<file path="src/rtl/spi_sbit_ctrl.sv">
module spi_sbit_ctrl #(
  parameter int MAXW = 32,
  parameter int DIVW = 7,
  localparam int LW = $clog2(MAXW + 1)
) (
  input  logic            clk,
  input  logic            rst_n,
  input  logic            start_i,
  input  logic [LW-1:0]   len_i,
  input  logic            pha_i,
  input  logic            sbe_i,
  input  logic [DIVW-1:0] half_i,
  input  logic            data_flag_i,
  input  logic [MAXW-1:0] tx_word_i,
  input  logic            miso_i,
  output logic            cs_n_o,
  output logic            sclk_o,
  output logic            mosi_o,
  output logic            mosi_oe_o,
  output logic [MAXW-1:0] rx_word_o,
  output logic            done_o
);
  localparam int FW = MAXW + 1;
  localparam int EW = $clog2(2 * FW + 1);
  localparam logic [EW-1:0] E1 = EW'(1);
  localparam logic [EW-1:0] E2 = EW'(2);

  logic            busy, pha_q, sbe_q, pend;
  logic [DIVW-1:0] half_q, cnt;
  logic [EW-1:0]   edge_n, last_q;
  logic [FW-1:0]   tx_sh;
  logic [MAXW-1:0] rx_sh;

  wire [MAXW-1:0] aligned = tx_word_i << (MAXW - int'(len_i));
  wire [FW-1:0]   frame   = sbe_i ? {data_flag_i, aligned} : {aligned, 1'b0};

  wire          tick     = busy && (cnt == '0);
  wire [EW-1:0] k        = edge_n + E1;
  wire          samp_e   = pha_q ? ~k[0] : k[0];
  wire          slot0    = sbe_q && (k == (pha_q ? E2 : E1));
  wire          shift_e  = !samp_e && !(pha_q ? (k == E1) : (k == last_q));

  assign mosi_oe_o = ~cs_n_o;
  assign mosi_o    = ~cs_n_o & tx_sh[FW-1];

  always_ff @(posedge clk or negedge rst_n) begin
    if (!rst_n) begin
      busy <= 1'b0; pha_q <= 1'b0; sbe_q <= 1'b0; pend <= 1'b0;
      half_q <= '0; cnt <= '0; edge_n <= '0; last_q <= '0;
      tx_sh <= '0; rx_sh <= '0; rx_word_o <= '0;
      cs_n_o <= 1'b1; sclk_o <= 1'b0; done_o <= 1'b0;
    end else begin
      done_o <= pend;
      pend   <= 1'b0;
      if (!busy) begin
        if (start_i) begin
          busy   <= 1'b1;
          cs_n_o <= 1'b0;
          pha_q  <= pha_i;
          sbe_q  <= sbe_i;
          half_q <= half_i;
          cnt    <= half_i;
          edge_n <= '0;
          last_q <= EW'(2 * (int'(len_i) + int'(sbe_i)));
          tx_sh  <= frame;
          rx_sh  <= '0;
        end
      end else if (!tick) begin
        cnt <= cnt - 1'b1;
      end else begin
        cnt <= half_q;
        if (edge_n == last_q) begin
          busy      <= 1'b0;
          cs_n_o    <= 1'b1;
          pend      <= 1'b1;
          rx_word_o <= rx_sh;
        end else begin
          edge_n <= k;
          sclk_o <= ~sclk_o;
          if (samp_e && !slot0) rx_sh <= {rx_sh[MAXW-2:0], miso_i};
          if (shift_e) tx_sh <= {tx_sh[FW-2:0], 1'b0};
        end
      end
    end
  end

  assert_idle_clock_low_R2: assert property (@(posedge clk) disable iff (!rst_n)
    cs_n_o |-> !sclk_o);
  assert_clock_in_frame_R6: assert property (@(posedge clk) disable iff (!rst_n)
    !$stable(sclk_o) |-> (!cs_n_o && !$past(cs_n_o)));
  assert_first_edge_gap_R5: assert property (@(posedge clk) disable iff (!rst_n)
    $fell(cs_n_o) |-> !sclk_o);
  assert_mosi_on_edge_R10: assert property (@(posedge clk) disable iff (!rst_n)
    (!cs_n_o && !$past(cs_n_o) && !$stable(mosi_o)) |-> !$stable(sclk_o));
  assert_done_follows_cs_R8: assert property (@(posedge clk) disable iff (!rst_n)
    $rose(cs_n_o) |=> done_o);
  assert_done_single_R8: assert property (@(posedge clk) disable iff (!rst_n)
    done_o |-> (cs_n_o ##1 !done_o));
endmodule

</file>
<file path="config.mk">
export PLATFORM = sky130hd
export DESIGN_NAME = spi_sbit_ctrl
export DESIGN_NICKNAME = d
export VERILOG_FILES = /design/src/rtl/spi_sbit_ctrl.sv
export SDC_FILE = /design/constraint.sdc
export NUM_CORES = 1
export LEC_CHECK = 0
export ABC_AREA = 1
export ABC_CLOCK_PERIOD_IN_PS = 2600
export BUFFER_PORTS_ARGS = -buffer_cell sky130_fd_sc_hd__buf_2
export CAP_MARGIN = 20
export CORE_ASPECT_RATIO = 0.6
export CORE_MARGIN = 2
export CORE_UTILIZATION = 40
export CTS_BUF_LIST = sky130_fd_sc_hd__clkbuf_8
export CTS_CLUSTER_SIZE = 14
export DETAILED_ROUTE_END_ITERATION = 12
export PLACE_DENSITY_LB_ADDON = 0.1
export SLEW_MARGIN = 10
export SYNTH_ARGS = -nofsm -noshare
export SYNTH_HDL_FRONTEND = slang
export SYNTH_SLANG_ARGS = --single-unit
</file>
<file path="constraint.sdc">
create_clock -name clk -period 2.6 [get_ports clk]
set_clock_uncertainty 0.15 [all_clocks]
set_input_delay 0.13 -clock clk [delete_from_list [all_inputs] [get_ports clk]]
set_output_delay 0.13 -clock clk [all_outputs]
set_load 0.005 [all_outputs]
</file>
==> results of run 1 <==
[logic make-up (layout without fill, tap and decap cells)]
logic type	after synthesis	in the layout
buf+inv	177	301
fa+ha+maj	5	5
flops	131	131
simple gates	644	644
xor+xnor	19	19
compound gates	161	161
[synthesized netlist by cell type (all sizes together), types with 3 or more instances]
master | instances | share of area (%)
dfrtp | 130 | 40
nand2 | 247 | 12
a21oi | 28 | 1.9
xor2 | 14 | 1.6
o2111ai | 3 | 0.33
o22ai | 10 | 0.78
ha | 5 | 0.78
o21ai | 107 | 6.7
buf | 26 | 2.0
nor3 | 3 | 0.19
nor2 | 66 | 3.1
nand4 | 21 | 1.6
or2 | 15 | 1.2
xnor2 | 5 | 0.54
nand3 | 290 | 18
clkbuf | 40 | 1.9
inv | 109 | 5.1
[report_power, final]
group	internal, mW	total (mW)	switching [mW]
Combinational	0.962	2.28	1.32
Clock	0.854	1.71	0.852
Sequential	2.45	2.78	0.332
[metrics by stage]
| stage | TNS [ns] | utilization (%) | setup slack (ns) | cells | hold slack (ns) |
|---|---|---|---|---|---|
| finish | 0 | 48.8 | 0.140 | 1534 | 0.109 |
| global route | -0.100 | 48.8 | -0.0300 | 1534 | 0.124 |
| detailed placement | 0 | 44.9 | 0.0134 | 1472 | -0.202 |
| global placement | 0 | 44.9 | 0.119 | 1472 | -0.203 |
| floorplan | 0 | - | 0.349 | 1137 | -0.316 |
| CTS | 0 | 48.0 | 0.105 | 1525 | 0.104 |
[worst register-to-register path: cells and delay by family, from the launching register on]
family	cells	cell delay (ns)
simple gates	6	0.95
buf+inv	4	0.49
flops	1	0.38
compound gates	2	0.22
fa+ha+maj	1	0.20
[repair_timing]
action	4_1_cts	5_1_grt
hold endpoints to repair	156	0
resized for setup	0	17
setup endpoints to repair	1	48
gates cloned	0	2
pin swaps	0	7
hold buffers	20	0
setup buffers	1	7
[state kept, by name, indices dropped and copies added (netlist names)]
signal,cells
done_o,1
busy,1
last_q,6
cs_n_o,1
sbe_q,1
rx_word_o,32
half_q,7
rx_sh,32
cnt,7
tx_sh,33
pha_q,1
sclk_o,1
edge_n,7
pend,1
[per-layer routing]
metal	part of all wire [%]	wire length, um	vias to the layer above
met4	0.73	174	0
met1	54	12800	3755
met3	6.2	1470	17
met5	0	0	-
li1	-	-	4029
met2	39	9320	233
[placed cells by master (no fill, tap or decap), drive strengths merged, types with 2 or more instances in the layout]
master,netlist,routed
buf,26,136
clkbuf,40,19
clkinvlp,0,7
or2,15,15
nand3,290,290
nand2,247,247
xor2,14,14
bufinv,0,2
nor4,2,2
clkinv,2,5
dfrtp,130,130
nor3,3,3
inv,109,112
xnor2,5,5
a21oi,28,28
o2111ai,3,3
o22ai,10,10
o21ai,107,107
nand4,21,21
ha,5,5
a31oi,2,2
a22oi,2,2
nor2,66,66
o211ai,2,2
dlygate4sd3,0,20
[worst paths after layout]
check | slack, ns | from | cells after the start | to
max | 0.14 | cnt[0]$_DFFE_PN0P_ | 13 | rx_sh[17]$_DFFE_PN0P_
min in group clk | 0.17 | tx_word_i[0] | 7 | tx_sh[0]$_DFFE_PN0P_
min | 0.11 | rst_n | 3 | half_q[4]$_DFFE_PN0P_
max reg2reg | 0.14 | cnt[0]$_DFFE_PN0P_ | 13 | rx_sh[17]$_DFFE_PN0P_
max in group asynchronous | 1.38 | rst_n | 3 | edge_n[2]$_DFFE_PN0P_
min reg2reg | 0.20 | pend$_DFF_PN0_ | 0 | done_o$_DFF_PN0_
[layout make-up]
cell class / count / share of cell area (%)
multi-input combinational: 829 / 42.1
inverter: 111 / 4.37
clock buffer: 17 / 2.41
tap: 273 / 3.52
timing repair buffer: 158 / 12.1
clock inverter: 15 / 1.63
sequential: 131 / 33.8
==> impl_summary.txt, run 1 <==
----------------------------------------------------
[Die]
  Number of cell rows ... 40
  Die area ... around 21000 sq um
  Horizontal extent of the die ... 187 um
  Ports ... 89
  Initial Utilization ... roughly two fifths
  Area of the placeable core ... 19900 sq um
  Die Span Y ... 114 um

[Critical path]
  Crit path DAT ... 2.68 ns
  Series of cell instances along the critical path ... inv_1, ha_2, nand2_2, nor4_4, nand2_1, or2_4, nand2_8, inv_4, a21oi_4, buf_12, clkbuf_16, nand3_1, o21ai_0
  Peak per-stage delay on the critical path ... 0.38 ns
  CP startpoint kind ... register
  Sum of buffers and inverters on the critical path ... 4
  Type of the setup path with the least slack ... register to register
  Type of element capturing the critical path ... register
  Gate family responsible for the most delay along the worst path ... simple AND/OR/NAND/NOR gates
  Slowest CP cell ... dfrtp_1
  Critical path data required time ... 2.82 ns
  CP Max Fanout ... 27

[Pwr]
  Total power per unit cell area ... around 700 nW/um^2
  Final Power ... 6.77 mW
  Max IR drop VDD ... between 0.3 and 0.4 mV
  Static leakage ... 4.67 nW

[STA]
  Final number of max-transition violations ... 0
  Transition at the pin with the smallest max-transition slack ... 0.683 ns
  Shortest period the worst path allows ... 2.46 ns
  Slew headroom ... between 50% and 60%
  Final hold violations ... 0
  Period utilisation layout ... a little over nine tenths
  Total setup violations reported at the end of the flow ... 0
  Unrepaired setup endpoints after global routing ... yes
  Max Fclk ... about 0.4 GHz

[Drt]
  Number of nets with antenna violations after routing ... 0
  Mean number of vias per cell ... 5.24
  Router iterations before antenna repair ... 5
  Overall routed net length ... 23800 um
  Wirelength per Cell ... 15.5 um
  Vias ... approximately 8000
  # DRC ... 0
  Iteration-0 DRC Markers ... about 810

[Global route]
  Most heavily used metal layer in global routing ... met1
  Grt total ovfl ... 0
  Met2 Track Usage GR ... 31.1%
  Antenna violations before repair ... 0
  Pin count of the biggest net entering global routing ... 73
  Number of global-route vias before repair ... 7305
  Met1 global-route usage ... 36.2%
  M3 GR Usage ... 5.26%
  Wire length of the first global-routing pass ... 38800 um
  Tot GR Track Use ... 22.8%

[Yosys]
  Number of enable flip-flop cells after synthesis ... 0
  Synth Instances ... roughly 1100
  Dominant synthesized flop cell ... dfrtp_1
  Distinct cells, synth ... 44
  Compound-gate portion of the synthesized area ... 10.9%
  Cell area after synthesis ... 8040 sq um
  Mean instance size in the synthesized netlist ... just over 7 sq um
  Sequential area share after synthesis ... 40.8%
  Fraction of the mapped netlist area in adder cells ... 0.778%
  Combinational family with the most area after synthesis ... simple AND/OR/NAND/NOR gates
  XOR/XNOR share of the synthesized area ... 2.16%
  Simple-gate share of the synthesized area ... 36.3%
  Net Count, Synth ... 1194
  Share of flip-flops with an asynchronous set or reset ... 100%
  #FFs+latches synth ... 131
  Mux contribution to synthesized area ... 0%
  YS warnings ... 0

[Min path]
  Worst Hold Class ... input port to asynchronous set/reset pin

[Layout]
  Final net count ... 1305
  Filler Cell Count ... 2072
  Diode insertion count for antenna repair ... 0
  Register cell area after layout ... 3280 sq um
  Area added between synthesis and finish ... 20.6%
  Finished layout cell area ... 9700 sq um
  Area of the multi-input gates ... 4090 sq um
  Fraction of layout instances using a drive strength above 1 ... 15.8%

[Clocking]
  Number of levels the H-tree was split into ... 4
  TritonCTS clock tree ... done
  Clk sink count ... approximately 130
  Clock input transition at the sequential cells of the worst setup and hold paths ... approximately 0.080 ns
  Clock Root Buffer ... clkbuf_8
  Number of buffers inserted during clock tree synthesis ... 17
  Max Buffers Root-to-Sink ... 2
  Worst-skew pair later-pin latency ... ~0.45 ns

[Placement]
  Post-DP HPWL ... 17000 um
  Weighted congestion at the end of routability-driven global placement ... 0.919
  Number of port buffers ... 88
  Area after detailed placement ... 8930 sq um

[Outcome]
  Run status ... finished, final reports clean

[Job]
  Max Cap Viol ... 0

----------------------------------------------------
Note: power is estimated with default switching activity, not from simulation.
==> run 2: changes to the inputs <==
Settings changed: RECOVER_POWER set to 25.
==> impl_summary.txt, run 2 (same netlist as run 1, synthesis figures left out) <==
----------------------------------------------------
[Die]
  Horizontal extent of the die ... 187 um (unchanged)
  Die Span Y ... 114 um (unchanged)
  Ports ... 89 (unchanged)
  Initial Utilization ... 40.5% (unchanged)
  Number of cell rows ... 40 (unchanged)
  Die area ... 21300 sq um (unchanged)
  Area of the placeable core ... 19900 sq um (unchanged)

[Critical path]
  Series of cell instances along the critical path ... dlygate4sd3_1, buf_2, inv_1, ha_1, nand3_1, nand2_1, buf_12, nand3_1, nand2_1, nand2_1, nand2_1, nand3_1, a21oi_1, nand3_1, nand3_1, nand2_1, inv_1
  Slowest CP cell ... dlygate4sd3_1
  Critical path data required time ... 2.84 ns (+0.02 ns)
  Peak per-stage delay on the critical path ... 0.53 ns (+0.15 ns)
  Gate family responsible for the most delay along the worst path ... simple AND/OR/NAND/NOR gates
  Sum of buffers and inverters on the critical path ... 5 (+1)
  Type of the setup path with the least slack ... input port to register
  CP Max Fanout ... 56 (+110%)
  Crit path DAT ... 2.73 ns (+0.05 ns)
  Type of element capturing the critical path ... register
  CP startpoint kind ... input port

[Clocking]
  Clk sink count ... 131 (unchanged)
  TritonCTS clock tree ... done
  Number of buffers inserted during clock tree synthesis ... 17 (unchanged)
  Number of levels the H-tree was split into ... 4 (unchanged)
  Worst-skew pair later-pin latency ... 0.45 ns (about the same)
  Clock Root Buffer ... clkbuf_8
  Clock input transition at the sequential cells of the worst setup and hold paths ... 0.08 ns (about the same)
  Max Buffers Root-to-Sink ... 2 (unchanged)

[Drt]
  # DRC ... 0 (unchanged)
  Number of nets with antenna violations after routing ... 0 (unchanged)
  Mean number of vias per cell ... 5.22 (-0.31%)
  Router iterations before antenna repair ... 5 (unchanged)
  Overall routed net length ... 23800 um (about the same)
  Wirelength per Cell ... 15.5 um (about the same)
  Vias ... 8009 (-0.31%)
  Iteration-0 DRC Markers ... 773 (-5.0%)

[Layout]
  Fraction of layout instances using a drive strength above 1 ... 15.7% (-0.079 points)
  Most flop-heavy register ... tx_sh
  Top library cells by usage in the layout, fill and taps aside ... 289 x nand3_1, 242 x nand2_1, 128 x dfrtp_1
  Filler Cell Count ... 2075 (+0.14%)
  Commonest non-fill, non-tap cell in the layout ... nand3_1
  Diode insertion count for antenna repair ... 0 (unchanged)
  Area added between synthesis and finish ... 20.3%
  Largest register FFs ... 33 (unchanged)
  Register cell area after layout ... 3280 sq um (unchanged)
  Filler-free cell count of the finished design ... 1534 (unchanged)
  Area of the multi-input gates ... 4090 sq um (unchanged)
  Final net count ... 1305 (unchanged)
  Registers with the most flip-flops ... tx_sh: 33 flops, rx_sh: 32 flops, rx_word_o: 32 flops

[STA]
  Transition at the pin with the smallest max-transition slack ... 1.78 ns (+1.10 ns)
  Final number of max-transition violations ... 73 (+73)
  Max Fclk ... 0.402 GHz (-1.1%)
  Total setup violations reported at the end of the flow ... 0 (unchanged)
  Period utilisation layout ... 95.7% (+1.1 points)
  Slew headroom ... -18.6% (-73 points)
  Unrepaired setup endpoints after global routing ... yes
  Shortest period the worst path allows ... 2.49 ns (+0.0279 ns)
  Final hold violations ... 0 (unchanged)

[Placement]
  Post-DP HPWL ... 17000 um (unchanged)
  Number of port buffers ... 88 (unchanged)
  Weighted congestion at the end of routability-driven global placement ... 0.919 (unchanged)
  Placed cell count ... 1472 (unchanged)

[Global route]
  Pin count of the biggest net entering global routing ... 73 (unchanged)
  Grt total ovfl ... 0 (unchanged)
  Tot GR Track Use ... 22.8% (unchanged)
  Number of global-route vias before repair ... 7305 (unchanged)
  Antenna violations before repair ... 0 (unchanged)
  Wire length of the first global-routing pass ... 38800 um (unchanged)

[Job]
  Max Cap Viol ... 1 (+1)

[Outcome]
  Violations in the final reports ... max-capacitance violations, max-slew violations
  Run status ... finished with violations

[Pwr]
  Combinational group share of total power ... 33.6% (about the same)
  Net switching component of the power ... 2.50 mW (about the same)
  Total power per unit cell area ... 699 nW/um^2 (+0.16%)
  Static leakage ... 4.66 nW (-0.22%)
  Final Power ... 6.76 mW (about the same)
  Portion of total power attributed to sequential cells ... 41.2% (about the same)
  Internal power consumption ... 4.26 mW (about the same)
  Switching part of the total power ... 37.0% (about the same)
  Clock network fraction of total power ... 25.2% (about the same)
  Max IR drop VDD ... 0.312 mV (-5.7%)

[Min path]
  Worst Hold Class ... input port to register

----------------------------------------------------
## run 2: layout make-up
cell class	instances	area share, %
Multi-Input combinational cell	829	42.2
Timing Repair Buffer	158	11.9
Sequential cell	131	33.9
Clock buffer	17	2.42
Tap cell	273	3.53
Inverter	111	4.38
Clock inverter	15	1.63
## run 2: final timing paths
kind | start | to | slack [ns] | cells after the start
min in group asynchronous | rst_n | edge_n[5]$_DFFE_PN0P_ | 0.30 | 3
setup / recovery | len_i[1] | tx_sh[21]$_DFFE_PN0P_ | 0.11 | 17
hold / removal | tx_word_i[0] | tx_sh[0]$_DFFE_PN0P_ | 0.18 | 7
max in group asynchronous | rst_n | busy$_DFF_PN0_ | 0.38 | 3
setup reg to reg | cnt[0]$_DFFE_PN0P_ | rx_sh[17]$_DFFE_PN0P_ | 0.14 | 13
hold reg to reg | pend$_DFF_PN0_ | done_o$_DFF_PN0_ | 0.20 | 0
## run 2: worst min-delay path, cell delays in order
cell,delay [ns]
buf_2,0.13
nand4_1,0.13
nor2_1,0.05
nand2_1,0.08
nor2_1,0.06
nand2_1,0.05
o21ai_0,0.08
## run 2: layer usage
layer,vias up,GRT usage [%],wire length (um)
met5,-,0,0
met4,0,4.50,160
met3,14,5.26,1420
met2,219,31.1,9360
met1,3749,36.2,12800
li1,4027,-,-
## run 2: power groups by stage
stage	sequential (mW)	combinational, mW	clock [mW]
after floorplan	2.72	1.54	0
after global placement	2.79	2.09	0
after detailed placement	2.79	2.09	0
after CTS	2.76	2.13	1.76
after global routing	2.84	2.61	1.86
final	2.78	2.27	1.70
## run 2: timing repair
action | in CTS | in global routing
hold endpoints to repair | 156 | 0
endpoints found under the setup margin | 1 | 48
resized for setup | 0 | 17
gates cloned | 0 | 2
pin swaps | 0 | 7
hold buffers | 20 | 0
setup buffers | 1 | 7
## run 2: per-stage QoR
step	setup TNS [ns]	instance area (sq um)	util (%)	hold slack [ns]	setup WS [ns]
2_1_floorplan	0	8040	-	-0.316	0.349
3_3_place_gp	0	8930	44.9	-0.203	0.119
3_5_place_dp	0	8930	44.9	-0.202	0.0134
4_1_cts	0	9530	48.0	0.104	0.105
5_1_grt	-0.124	9670	48.7	0.205	-0.0300
6_report	0	9670	48.7	0.182	0.112
==> run 3: changes to the inputs <==
Settings changed: BUFFER_PORTS_ARGS -buffer_cell sky130_fd_sc_hd__buf_2 to not set, DONT_BUFFER_PORTS set to 1, TNS_END_PERCENT set to 5.
==> impl_summary.txt, run 3 (same netlist as run 1, synthesis figures left out) <==
----------------------------------------------------
[Critical path]
  Type of the setup path with the least slack ... register to register
  Type of element capturing the critical path ... register
  Reg2reg setup slack ... 0.23 ns (+0.09 ns)
  CP Max Fanout ... 32 (-43%)
  Crit path DAT ... 2.57 ns (-0.16 ns)
  CP startpoint kind ... register
  Critical path data required time ... 2.81 ns (-0.03 ns)

[Die]
  Horizontal extent of the die ... 187 um (unchanged)
  Die area ... 21300 sq um (unchanged)
  Ports ... 89 (unchanged)
  Number of cell rows ... 40 (unchanged)
  Initial Utilization ... 40.5% (unchanged)
  Area of the placeable core ... 19900 sq um (unchanged)
  Die Span Y ... 114 um (unchanged)

[Clocking]
  Clock Root Buffer ... clkbuf_8
  # hold bufs at CTS ... 20 (unchanged)
  Number of buffers inserted during clock tree synthesis ... 17 (unchanged)
  Clk sink count ... 131 (unchanged)
  Clock input transition at the sequential cells of the worst setup and hold paths ... 0.08 ns (about the same)
  TritonCTS clock tree ... done
  Number of levels the H-tree was split into ... 4 (unchanged)
  Worst-skew pair later-pin latency ... 0.44 ns (about the same)
  Max Buffers Root-to-Sink ... 2 (unchanged)

[Layout]
  Area added between synthesis and finish ... 14.2%
  Filler-free cell count of the finished design ... 1435 (-6.5%)
  Finished layout cell area ... 9180 sq um (-5.1%)
  Final net count ... 1206 (-7.6%)
  Top library cells by usage in the layout, fill and taps aside ... 289 x nand3_1, 244 x nand2_1, 129 x dfrtp_1
  Most flop-heavy register ... tx_sh
  Registers with the most flip-flops ... tx_sh: 33 flops, rx_sh: 32 flops, rx_word_o: 32 flops
  Core occupancy in the finished layout ... 46.2% (-2.5 points)
  Commonest non-fill, non-tap cell in the layout ... nand3_1
  Largest register FFs ... 33 (unchanged)
  Filler Cell Count ... 2027 (-2.3%)
  Diode insertion count for antenna repair ... 0 (unchanged)
  Fraction of layout instances using a drive strength above 1 ... 7.83% (-7.9 points)

[Global route]
  Grt total ovfl ... 0 (unchanged)
  Pin count of the biggest net entering global routing ... 132 (+81%)
  Tot GR Track Use ... 22.1% (-0.71 points)
  Antenna violations before repair ... 0 (unchanged)
  Number of global-route vias before repair ... 6944 (-4.9%)
  Wire length of the first global-routing pass ... 37600 um (-3.1%)

[STA]
  Slew headroom ... 60.5% (+79 points)
  Post-Route Hold Slack ... -0.768 ns (-0.950 ns)
  Max Fclk ... 0.422 GHz (+5.0%)
  Period utilisation layout ... 91.1% (-4.6 points)
  Total setup violations reported at the end of the flow ... 0 (unchanged)
  Transition at the pin with the smallest max-transition slack ... 0.593 ns (-1.19 ns)
  Shortest period the worst path allows ... 2.37 ns (-0.118 ns)
  Setup WS post-layout ... 0.230 ns (+0.118 ns)
  Setup TNS ... 0 ns (unchanged)
  Final hold violations ... 131 (+131)
  Final number of max-transition violations ... 0 (-100%)

[Drt]
  Number of nets with antenna violations after routing ... 0 (unchanged)
  Iteration-0 DRC Markers ... 777 (+0.52%)
  Router iterations before antenna repair ... 5 (unchanged)
  Overall routed net length ... 23100 um (-2.7%)
  # DRC ... 0 (unchanged)
  Vias ... 7582 (-5.3%)
  Wirelength per Cell ... 16.1 um (+4.1%)
  Mean number of vias per cell ... 5.28 (+1.2%)

[Min path]
  Worst Hold Class ... input port to asynchronous set/reset pin

[Pwr]
  Total power per unit cell area ... 747 nW/um^2 (+6.8%)
  Final Power ... 6.86 mW (+1.4%)
  Static leakage ... 4.26 nW (-8.6%)
  Max IR drop VDD ... 0.549 mV (+76%)

[Placement]
  Placed cell count ... 1380 (-6.3%)
  Area after detailed placement ... 8430 sq um (-5.6%)
  Pre-CTS setup slack ... 0.0359 ns (+0.0224 ns)
  Number of port buffers ... 0 (-100%)
  Post-DP HPWL ... 16200 um (-4.5%)
  Weighted congestion at the end of routability-driven global placement ... 0.900 (-2.1%)

[Job]
  Max Cap Viol ... 0 (-1)

[Outcome]
  Run status ... finished with violations
  Violations in the final reports ... negative hold slack

----------------------------------------------------
## run 3: critical path, stage by stage, from the launching register on
cell       delay, ns
dfrtp_1         0.37
inv_1           0.09
ha_1            0.19
nand2_1         0.11
nor4_4          0.18
nand2_1         0.10
or2_1           0.31
nand2_8         0.11
inv_4           0.04
a21oi_4         0.13
buf_12          0.14
clkbuf_16       0.20
nand3_1         0.08
o21ai_0         0.09
## run 3: worst paths after layout
check | from | endpoint | cells after the start
max | cnt[0]$_DFFE_PN0P_ | rx_sh[29]$_DFFE_PN0P_ | 13
max in group asynchronous | rst_n | cs_n_o$_DFFE_PN1P_ | 0
max reg2reg | cnt[0]$_DFFE_PN0P_ | rx_sh[29]$_DFFE_PN0P_ | 13
min reg2reg | pend$_DFF_PN0_ | done_o$_DFF_PN0_ | 0
min | rst_n | last_q[2]$_DFFE_PN0P_ | 0
min in group clk | len_i[0] | last_q[2]$_DFFE_PN0P_ | 4
## run 3: power breakdown
part	total (mW)	switching, mW	internal (mW)
logic	2.08	1.22	0.862
registers	2.76	0.311	2.45
clock network	2.01	0.818	1.19
total	6.86	2.35	4.51
## run 3: repair_timing
item	in CTS	in global routing
setup buffers	0	1
endpoints found under the setup margin	0	27
endpoints found under the hold margin	158	131
resized for setup	0	8
## run 3: area by class of cell
class / instances / area (sq um) / share of cell area, %
clock inverter: 13 / 205 / 2.24
tap: 273 / 342 / 3.72
clock buffer: 19 / 262 / 2.85
multi-input combinational: 829 / 4050 / 44.1
sequential: 131 / 3280 / 35.7
inverter: 111 / 427 / 4.65
timing repair buffer: 59 / 616 / 6.71
## run 3: routing by layer
layer	share of wire [%]	up-vias	global-route usage [%]
met5	0	-	0
met4	0.56	0	4.18
met3	6.2	8	4.46
met2	39	220	29.5
met1	54	3525	35.9
li1	-	3829	-
